## config.mk

```make
export PLATFORM = sky130hd
export DESIGN_NAME = stepper_pot_ctrl
export DESIGN_NICKNAME = d
export VERILOG_FILES = /design/src/rtl/potstep_pkg.sv /design/src/rtl/pot_pin_filter.sv /design/src/rtl/pot_wiper_counter.sv /design/src/rtl/pot_nv_cell.sv /design/src/rtl/pot_tap_decoder.sv /design/src/rtl/stepper_pot_ctrl.sv
export SDC_FILE = /design/constraint.sdc
export NUM_CORES = 1
export LEC_CHECK = 0
export BUFFER_PORTS_ARGS = -buffer_cell sky130_fd_sc_hd__buf_2
export CAP_MARGIN = 25
export CORE_ASPECT_RATIO = 2
export CORE_UTILIZATION = 30
export DETAILED_ROUTE_END_ITERATION = 7
export GPL_ROUTABILITY_DRIVEN = 0
export PLACE_DENSITY = 0.6
export SYNTH_ARGS = -nofsm -noshare
export SYNTH_HDL_FRONTEND = slang
export SYNTH_SLANG_ARGS = --single-unit
```

## constraint.sdc

```tcl
create_clock -name clk -period 6.1 [get_ports clk]
set_input_delay 1.22 -clock clk [delete_from_list [all_inputs] [get_ports clk]]
set_output_delay 1.22 -clock clk [all_outputs]
set_load 0.05 [all_outputs]
```

## src/rtl/potstep_pkg.sv

```systemverilog
package potstep_pkg;

   // Index of each control pin in the synchronizer array
   localparam int CH_SEL  = 0;
   localparam int CH_DIR  = 1;
   localparam int CH_STEP = 2;
   localparam int NUM_CH  = 3;

   // Idle level each filtered pin takes during reset: select off, strobe high
   localparam logic [NUM_CH-1:0] CH_IDLE = 3'b101;

endpackage

```

## src/rtl/pot_pin_filter.sv

```systemverilog
module pot_pin_filter #(
   parameter int          STABLE_CYCLES = 4,
   parameter logic        IDLE_LEVEL    = 1'b1
) (
   input  logic clk,
   input  logic rst_n,
   input  logic pin_async,
   output logic level
);

   localparam int CW = $clog2(STABLE_CYCLES + 1);
   localparam logic [CW-1:0] LAST = CW'(STABLE_CYCLES - 1);

   logic          meta_q;
   logic          sync_q;
   logic [CW-1:0] run_q;

   // Two-flop synchronizer
   always_ff @(posedge clk) begin
      if (!rst_n) begin
         meta_q <= IDLE_LEVEL;
         sync_q <= IDLE_LEVEL;
      end else begin
         meta_q <= pin_async;
         sync_q <= meta_q;
      end
   end

   // Level changes only after STABLE_CYCLES consecutive differing samples
   always_ff @(posedge clk) begin
      if (!rst_n) begin
         level <= IDLE_LEVEL;
         run_q <= '0;
      end else if (sync_q == level) begin
         run_q <= '0;
      end else if (run_q == LAST) begin
         level <= sync_q;
         run_q <= '0;
      end else begin
         run_q <= run_q + 1'b1;
      end
   end


   filter_settle_chk: assert property (@(posedge clk) disable iff (!rst_n)
      (level != $past(level)) |-> ($past(sync_q) == level));

endmodule

```

## src/rtl/pot_wiper_counter.sv

```systemverilog
module pot_wiper_counter #(
   parameter int POS_BITS = 5
) (
   input  logic                clk,
   input  logic                load,
   input  logic [POS_BITS-1:0] load_val,
   input  logic                step_en,
   input  logic                step_up,
   output logic [POS_BITS-1:0] pos
);

   localparam logic [POS_BITS-1:0] TOP = {POS_BITS{1'b1}};
   localparam logic [POS_BITS-1:0] BOT = '0;

   logic at_top;
   logic at_bot;

   assign at_top = (pos == TOP);
   assign at_bot = (pos == BOT);

   always_ff @(posedge clk) begin
      if (load) begin
         pos <= load_val;
      end else if (step_en) begin
         if (step_up && !at_top) begin
            pos <= pos + 1'b1;
         end else if (!step_up && !at_bot) begin
            pos <= pos - 1'b1;
         end
      end
   end


   single_step_chk: assert property (@(posedge clk) disable iff (load)
      1'b1 |=> ((pos == $past(pos)) ||
                (pos == POS_BITS'($past(pos) + 1'b1)) ||
                (pos == POS_BITS'($past(pos) - 1'b1))));


   idle_hold_chk: assert property (@(posedge clk) disable iff (load)
      !step_en |=> $stable(pos));


   top_sat_chk: assert property (@(posedge clk) disable iff (load)
      (at_top && step_en && step_up) |=> (pos == TOP));


   bot_sat_chk: assert property (@(posedge clk) disable iff (load)
      (at_bot && step_en && !step_up) |=> (pos == BOT));

endmodule

```

## src/rtl/pot_nv_cell.sv

```systemverilog
module pot_nv_cell #(
   parameter int POS_BITS    = 5,
   parameter int BUSY_CYCLES = 64,
   parameter int NV_INIT     = 16
) (
   input  logic                clk,
   input  logic                por_n,
   input  logic                store_req,
   input  logic [POS_BITS-1:0] store_val,
   output logic [POS_BITS-1:0] nv_q,
   output logic                busy
);

   logic accept;

   generate
      if (BUSY_CYCLES == 0) begin : g_no_busy
         assign busy   = 1'b0;
         assign accept = store_req;
      end else begin : g_busy
         localparam int BW = $clog2(BUSY_CYCLES + 1);
         logic [BW-1:0] left_q;

         assign busy   = (left_q != '0);
         assign accept = store_req && !busy;

         always_ff @(posedge clk) begin
            if (!por_n) begin
               left_q <= '0;
            end else if (accept) begin
               left_q <= BW'(BUSY_CYCLES);
            end else if (busy) begin
               left_q <= left_q - 1'b1;
            end
         end
      end
   endgenerate

   // Retained value: cleared only by power-on reset
   always_ff @(posedge clk) begin
      if (!por_n) begin
         nv_q <= POS_BITS'(NV_INIT);
      end else if (accept) begin
         nv_q <= store_val;
      end
   end


   nv_quiet_chk: assert property (@(posedge clk) disable iff (!por_n)
      !store_req |=> $stable(nv_q));


   busy_block_chk: assert property (@(posedge clk) disable iff (!por_n)
      (store_req && busy) |=> $stable(nv_q));

endmodule

```

## src/rtl/pot_tap_decoder.sv

```systemverilog
module pot_tap_decoder #(
   parameter int POS_BITS = 5
) (
   input  logic                      clk,
   input  logic                      rst_n,
   input  logic [POS_BITS-1:0]       pos,
   output logic [(1<<POS_BITS)-1:0]  tap
);

   localparam int TAPS = 1 << POS_BITS;

   generate
      for (genvar t = 0; t < TAPS; t++) begin : g_tap
         assign tap[t] = (pos == POS_BITS'(t));
      end
   endgenerate


   tap_onehot_chk: assert property (@(posedge clk) disable iff (!rst_n)
      $countones(tap) == 1);


   tap_match_chk: assert property (@(posedge clk) disable iff (!rst_n)
      tap[pos] == 1'b1);

endmodule

```

## src/rtl/stepper_pot_ctrl.sv

```systemverilog
module stepper_pot_ctrl #(
   parameter int POS_BITS          = 5,
   parameter int DEBOUNCE_CYCLES   = 4,
   parameter int STORE_BUSY_CYCLES = 64,
   parameter int NV_INIT           = 16
) (
   input  logic                     clk,
   input  logic                     por_n,
   input  logic                     rst_n,
   input  logic                     cs_n_pin,
   input  logic                     ud_pin,
   input  logic                     inc_pin,
   output logic [POS_BITS-1:0]      wiper_pos,
   output logic [(1<<POS_BITS)-1:0] tap_sel,
   output logic                     store_busy
);

   import potstep_pkg::*;

   localparam int TAPS = 1 << POS_BITS;

   // Elaboration-time parameter checks
   generate
      if (POS_BITS < 1 || POS_BITS > 8) begin : g_bad_bits
         $error("POS_BITS must be between 1 and 8");
      end
      if (DEBOUNCE_CYCLES < 1) begin : g_bad_deb
         $error("DEBOUNCE_CYCLES must be at least 1");
      end
      if (STORE_BUSY_CYCLES < 0) begin : g_bad_busy
         $error("STORE_BUSY_CYCLES must not be negative");
      end
      if (NV_INIT < 0 || NV_INIT >= TAPS) begin : g_bad_init
         $error("NV_INIT must address an existing tap");
      end
   endgenerate

   logic              sys_rst_n;
   logic [NUM_CH-1:0] pin_vec;
   logic [NUM_CH-1:0] filt;
   logic              sel_off;
   logic              dir_up;
   logic              strobe;
   logic              sel_off_d;
   logic              strobe_d;
   logic              step_en;
   logic              store_req;
   logic              load;
   logic [POS_BITS-1:0] load_val;
   logic [POS_BITS-1:0] nv_val;

   assign sys_rst_n = rst_n & por_n;

   assign pin_vec[CH_SEL]  = cs_n_pin;
   assign pin_vec[CH_DIR]  = ud_pin;
   assign pin_vec[CH_STEP] = inc_pin;

   generate
      for (genvar c = 0; c < NUM_CH; c++) begin : g_pin
         pot_pin_filter #(
            .STABLE_CYCLES (DEBOUNCE_CYCLES),
            .IDLE_LEVEL    (CH_IDLE[c])
         ) u_filt (
            .clk       (clk),
            .rst_n     (sys_rst_n),
            .pin_async (pin_vec[c]),
            .level     (filt[c])
         );
      end
   endgenerate

   assign sel_off = filt[CH_SEL];
   assign dir_up  = filt[CH_DIR];
   assign strobe  = filt[CH_STEP];

   // Previous filtered levels for edge detection
   always_ff @(posedge clk) begin
      if (!sys_rst_n) begin
         sel_off_d <= CH_IDLE[CH_SEL];
         strobe_d  <= CH_IDLE[CH_STEP];
      end else begin
         sel_off_d <= sel_off;
         strobe_d  <= strobe;
      end
   end

   assign step_en   = strobe_d && !strobe && !sel_off && !store_busy;
   assign store_req = !sel_off_d && sel_off && strobe;

   assign load     = !sys_rst_n;
   assign load_val = por_n ? nv_val : POS_BITS'(NV_INIT);

   pot_wiper_counter #(
      .POS_BITS (POS_BITS)
   ) u_ctr (
      .clk      (clk),
      .load     (load),
      .load_val (load_val),
      .step_en  (step_en),
      .step_up  (dir_up),
      .pos      (wiper_pos)
   );

   pot_nv_cell #(
      .POS_BITS    (POS_BITS),
      .BUSY_CYCLES (STORE_BUSY_CYCLES),
      .NV_INIT     (NV_INIT)
   ) u_nv (
      .clk       (clk),
      .por_n     (por_n),
      .store_req (store_req),
      .store_val (wiper_pos),
      .nv_q      (nv_val),
      .busy      (store_busy)
   );

   pot_tap_decoder #(
      .POS_BITS (POS_BITS)
   ) u_dec (
      .clk   (clk),
      .rst_n (sys_rst_n),
      .pos   (wiper_pos),
      .tap   (tap_sel)
   );


   deselect_hold_chk: assert property (@(posedge clk) disable iff (!sys_rst_n)
      sel_off |=> $stable(wiper_pos));


   busy_freeze_chk: assert property (@(posedge clk) disable iff (!sys_rst_n)
      store_busy |=> $stable(wiper_pos));

endmodule

```

==> qor.txt, run 1 <==
Max Fclk: 338 MHz
Root Buffer: clkbuf_16
Number of diodes: 0
Slowest CP cell: or4_4
Synth Register Bits: 37
Vias in the first global route: 1376
Async set or reset register ratio after synthesis: 0%
Final std cells w/o fill: 324
Outcome: finished with violations
Pins Over Slew Limit: 0
TritonCTS clock tree: built
Number of CTS-inserted buffers: 5
Yosys warns: 0
Hold Buf Count CTS: 0
Core area: 6010 um2
Violated checks: design-rule violations
Via-to-Cell Ratio: 4.60
Area delta synth->final: 21.6%
Cell internal pwr: 0.000555 W
Largest stage delay, worst path: 0.58 ns
Overall routing resource usage: 12.1%
Post-DP HPWL: 2.82 mm
# H-tree levels: 2
Die height: 114 um
Synth Instances: 223
Avg Cell Area, Syn: 8.42 um2
Clock net sink count: 37
CP max FO: 5
Sequential share of power: 36.0%
# IOs: 44
TritonRoute pass-1 iters: 6
Flop-to-flop setup slack: 3.85 ns
Final Hold Vio Count: 0
Post-CTS setup buffer count: 0
Seq/Total Area, Yosys: 42.1%
Cell Rows: 40
Final WL: 3.63 mm
First-pass GRT wire length: 6.20 mm
Layout cells sized above 1: 23.4%
1st-iter DRT viols: 35
Top post-synthesis cells by count: nor2_1 (48), dfxtp_1 (32), nand2_1 (20), inv_1 (16), ha_1 (14)
Net count after synthesis: 243
Post-synthesis cell type count: 34
Post-synth top area cell: dfxtp_1
Post-synth EDFFs: 5
CP endpoint kind: primary output
P_leak: 1.06 nW
Fillers: 610
Max cap viols: 0
WS Path Type: register to primary output
GRT Residual Overflow: 0
Initial Util: 31.3%
Clock power frac: 36.6%
CTS Buffer Depth: 2
Switch share: 32.0%
Clock transition at the registers of the reported paths: 0.06 ns
Detail Route Antenna Nets: 0
Top post-synthesis cells by area: dfxtp_1 (34%), nor2_1 (9.6%), ha_1 (9.3%)
Die ar.: 6600 um2
Remaining DRCs: 9
Placed Cells incl. Taps: 316
P_sw: 0.000262 W
Nets: 280
Die X: 57.9 um
Most frequent cell after synthesis: nor2_1
Worst-Skew Late Latency: 0.28 ns
Vias: 1489
Final period util: 48.5%
Tot Pwr: 0.000817 W
CTS resizes: 0
Post-Synthesis Cell Area: 1880 um2
Yosys top cell area share: 34.1%
Minimum clock period: 2.96 ns
CP required: 4.88 ns
Final setup viols: 0
Post-route setup TNS: 0 ns
Combinational power share: 27.5%
Max VDD drop: 318 uV
Most used DFF post-synth: dfxtp_1
IO buf count: 43
Largest net degree at the start of global routing: 26
Post-Route Skew: 0.00666 ns
Slew headroom: 72.3%
Avg WL per Cell: 11.2 um
Initial antenna violation count: 0
Setup crit start kind: register
Final core utilization: 38.0%
Worst-margin pin slew: 0.415 ns
RSZ-0062 raised after global routing: no
CP arrival: 1.74 ns
Worst Hold Class: register to register
PD cells: 358 nW/um2
Crit-path cells: or4_4 -> or2_1 -> buf_2
==> per-stage QoR <==
step                worst slack [ns]  hold slack [ns]  area (um2)
floorplan                       2.91            0.393        1880
global placement                3.46            0.394        2110
detailed placement              3.43            0.402        2110
CTS                             3.12            0.414        2280
global route                    3.04            0.430        2280
finish                          3.14            0.412        2280
==> cell type report <==
cell class	instances	area [um2]	share of cell area [%]
multi-input cells	157	961	42.1
inverters	16	60.1	2.63
clock inverters	2	37.5	1.64
well taps	63	78.8	3.45
clock buffers	6	139	6.09
repair buffers	43	215	9.43
flip-flops and latches	37	791	34.6
==> critical path, delay by kind of cell, from the launching register on <==
| family | cells | cell delay, ns |
|---|---|---|
| AND/OR/NAND/NOR | 2 | 0.89 |
| flip-flops | 1 | 0.33 |
| buffers and inverters | 1 | 0.24 |
==> power groups by stage <==
stage | logic, W | clock network [W] | registers (W)
after floorplan | 0.000189 | 0 | 0.000302
after global placement | 0.000225 | 0 | 0.000298
after detailed placement | 0.000227 | 0 | 0.000299
after CTS | 0.000228 | 0.000307 | 0.000294
after global routing | 0.000248 | 0.000318 | 0.000298
final | 0.000224 | 0.000299 | 0.000294
==> registers in the layout (all words and copies together), names as in the netlist <==
register / count
g_pin.u_filt.run_q: 9
g_pin.u_filt.meta_q: 3
strobe_d: 1
g_pin.u_filt.sync_q: 3
u_nv.nv_q: 5
u_ctr.pos: 5
u_nv.g_busy.left_q: 7
sel_off_d: 1
g_pin.u_filt.level: 3
==> final timing paths <==
path / start / end / depth (start not counted)
max reg2reg: u_ctr.pos[0] / u_ctr.pos[1] / 6
min: g_pin[0].u_filt.meta_q / g_pin[0].u_filt.sync_q / 1
max: u_nv.g_busy.left_q[3] / store_busy / 3
min reg2reg: g_pin[0].u_filt.meta_q / g_pin[0].u_filt.sync_q / 1
==> layer usage <==
layer	vias up	share of wire (%)	global-route usage [%]	wire length, um
met4	0	1.8	5.24	67
met2	44	53	23.1	1940
met1	651	41	12.2	1470
met3	6	4.2	2.38	154
li1	788	-	-	-
met5	-	0	0	0
==> placed cells by master, fill, tap and decap left out <==
cell type and count:
nor2_1 48, and2_1 2, or2_1 1, or3_2 1, or2_2 7, ha_1 14, a21oi_1 1, inv_1 16
mux2i_1 9, nand3b_1 1, xor2_1 2, o21ai_1 1, nand3_1 10, and3_1 3, o211ai_1 1, nand4b_1 1
dfxtp_1 32, bufinv_16 1, o21ai_0 9, or4_4 1, buf_2 43, xnor2_1 7, nor2b_1 1, clkinvlp_4 1
or3_1 4, clkbuf_16 5, clkbuf_8 1, o311ai_0 1, nand2b_1 5, nand2_1 20, edfxtp_1 5, nor3_1 3
nor3_4 1, a41o_1 1, o211a_1 2
==> cell families after synthesis <==
group	share of synthesized area, %
AO/OA/AOI/OAI	5.40
XOR/XNOR	4.20
adder cells (fa/ha/maj)	9.33
buffers and inverters	6.67
flip-flops	42.1
multiplexers	4.80
AND/OR/NAND/NOR	27.5
(Power assumes the default switching activity.)
==> inputs of run 2 (changes only) <==
- PLACE_DENSITY: 0.6 -> 0.61
- clock period: 6.1 -> 2.51 ns (I/O delays scaled with it)
==> run 2 against run 1 <==
The flow still finishes with violations (design-rule violations). Core utilization fell by 0.10 points. Die area did not move. Wire length increased by 8.4%. Sequential share of layout area rose by 0.095 points. Setup slack worse by 2.9 ns. Combinational power increased to 2.5 times the previous value. Via count grew 2.3%. Power rose by 130%. Hold slack lost 0.0080 ns. Count of clock-buffer cells in the layout shrank 1. Critical path depth unchanged.
==> qor.txt, run 2 (synthesis results as in run 1) <==
Register bank with the most flops: g_pin.u_filt.run_q (unchanged)
Post-route setup TNS: 0 ns (unchanged)
WS Path Type: register to primary output (unchanged)
Clock net sink count: 37 (unchanged)
RSZ-0062 raised after global routing: no (unchanged)
Most common cell after layout, fill and taps aside: nor2_1 (unchanged)
Fillers: 640 (was 610)
WP buf/inv: 1 (unchanged)
CP required: 2.01 ns (was 4.88 ns)
CTS Buffer Depth: 2 (unchanged)
Vias: 1523 (was 1489)
Worst-margin pin slew: 0.339 ns (was 0.415 ns)
Worst-Skew Late Latency: 0.28 ns (about the same)
CTS resizes: 0 (unchanged)
Die height: 114 um (unchanged)
Max VDD drop: 586 uV (was 318 uV)
Tot Pwr: 0.00188 W (was 0.000817 W)
Cell Rows: 40 (unchanged)
First-pass GRT wire length: 6.58 mm (was 6.20 mm)
Post-Route Skew: 0.00546 ns (was 0.00666 ns)
Slew headroom: 77.3% (was 72.3%)
Root Buffer: clkbuf_16 (unchanged)
Final instance area: 2280 um2 (about the same)
DP Area: 2130 um2 (was 2110 um2)
Layout cells sized above 1: 24.2% (was 23.4%)
Nets: 283 (was 280)
CP max FO: 5 (unchanged)
Via-to-Cell Ratio: 4.66 (was 4.60)
Largest net degree at the start of global routing: 25 (was 26)
Max Fclk: 437 MHz
Minimum clock period: 2.29 ns
Die X: 57.9 um (unchanged)
Final std cells w/o fill: 327 (was 324)
Violated checks: design-rule violations (unchanged)
1st-iter DRT viols: 91 (was 35)
Clock transition at the registers of the reported paths: 0.06 ns (about the same)
Slowest CP cell: or4_4 (unchanged)
Max cap viols: 0 (unchanged)
Die ar.: 6600 um2 (unchanged)
Delay-heaviest family, CP: simple AND/OR/NAND/NOR gates (unchanged)
Pins Over Slew Limit: 0 (unchanged)
Area delta synth->final: 21.3% (was 21.6%)
# H-tree levels: 2 (unchanged)
CP arrival: 1.78 ns (was 1.74 ns)
Initial antenna violation count: 0 (unchanged)
Placed Cells incl. Taps: 319 (was 316)
Largest stage delay, worst path: 0.58 ns (about the same)
# IOs: 44 (unchanged)
Post-CTS setup buffer count: 0 (unchanged)
TritonRoute pass-1 iters: 6 (unchanged)
P_leak: 1.07 nW (was 1.06 nW)
Number of CTS-inserted buffers: 5 (unchanged)
Overall routing resource usage: 13.2% (was 12.1%)
PD cells: 827 nW/um2 (was 358 nW/um2)
Most frequent cells in the layout: nor2_1 (48), buf_2 (43), dfxtp_1 (32), nand2_1 (20), inv_1 (16) (unchanged)
Worst Hold Class: input pin to register (was register to register)
Post-DP HPWL: 3.10 mm (was 2.82 mm)
GRT Residual Overflow: 0 (unchanged)
IO buf count: 43 (unchanged)
Hold Buf Count CTS: 0 (unchanged)
Initial Util: 31.3% (unchanged)
Outcome: finished with violations (unchanged)
Avg WL per Cell: 12.0 um (was 11.2 um)
Number of flip-flops in the largest register: 9 (unchanged)
TritonCTS clock tree: built (unchanged)
Top flop regs: g_pin.u_filt.run_q (9), u_nv.g_busy.left_q (7) (unchanged)
Setup crit start kind: register (unchanged)
Final WL: 3.94 mm (was 3.63 mm)
Core area: 6010 um2 (unchanged)
Final period util: 91.1%
Vias in the first global route: 1509 (was 1376)
Number of diodes: 0 (unchanged)
Remaining DRCs: 8 (was 9)
Crit-path cells: or4_4 -> or2_1 -> buf_2 (unchanged)
CP endpoint kind: primary output (unchanged)
Final Hold Vio Count: 0 (unchanged)
Detail Route Antenna Nets: 0 (unchanged)
Final setup viols: 0 (unchanged)
Hold slack final: 0.404 ns (was 0.412 ns)
## run 2: changes by cell type in the layout (fill, tap and decap cells not counted), sizes merged
cell and delta:
buf +3, clkinvlp -1, clkbuf -1, clkinv +3, bufinv -1
## run 2: power by group
| part | leakage, nW | internal, W | switching (W) |
|---|---|---|---|
| Sequential | 0.313 | 0.000655 | 0.0000517 |
| Combinational | 0.684 | 0.000205 | 0.000358 |
| Clock | 0.0738 | 0.000369 | 0.000245 |
## run 2: final cells by class
type                            instances  area, um2  area share [%]
Timing Repair Buffer                   46        238            10.4
Sequential cell                        37        791            34.7
Clock inverter                          3       22.5           0.990
Multi-Input combinational cell        157        961            42.2
Inverter                               16       60.1            2.64
Tap cell                               63       78.8            3.46
Clock buffer                            5        125            5.50
## run 2: layer usage
| metal | share of wire, % | vias up | global-route usage (%) |
|---|---|---|---|
| li1 | - | 797 | - |
| met1 | 36 | 673 | 10.6 |
| met2 | 57 | 46 | 27.2 |
| met3 | 3.9 | 7 | 2.15 |
| met4 | 3.1 | 0 | 7.62 |
| met5 | 0 | - | 0 |
## run 2: per-stage QoR
| step | util [%] | setup WS [ns] |
|---|---|---|
| 6_report | 37.9 | 0.224 |
| 5_1_grt | 37.9 | 0.117 |
| 4_1_cts | 37.9 | 0.225 |
| 3_5_place_dp | 35.4 | 0.408 |
| 3_3_place_gp | 35.4 | 0.466 |
| 2_1_floorplan | - | 0.0401 |
## run 2: path summary, 6_finish.rpt
path                           from                     end  slack [ns]  cells past startpoint
max reg2reg            u_ctr.pos[0]            u_ctr.pos[4]        0.42                      6
min                        cs_n_pin  g_pin[0].u_filt.meta_q        0.40                      2
max           u_nv.g_busy.left_q[3]              store_busy        0.22                      3
min reg2reg  g_pin[2].u_filt.meta_q  g_pin[2].u_filt.sync_q        0.41                      1
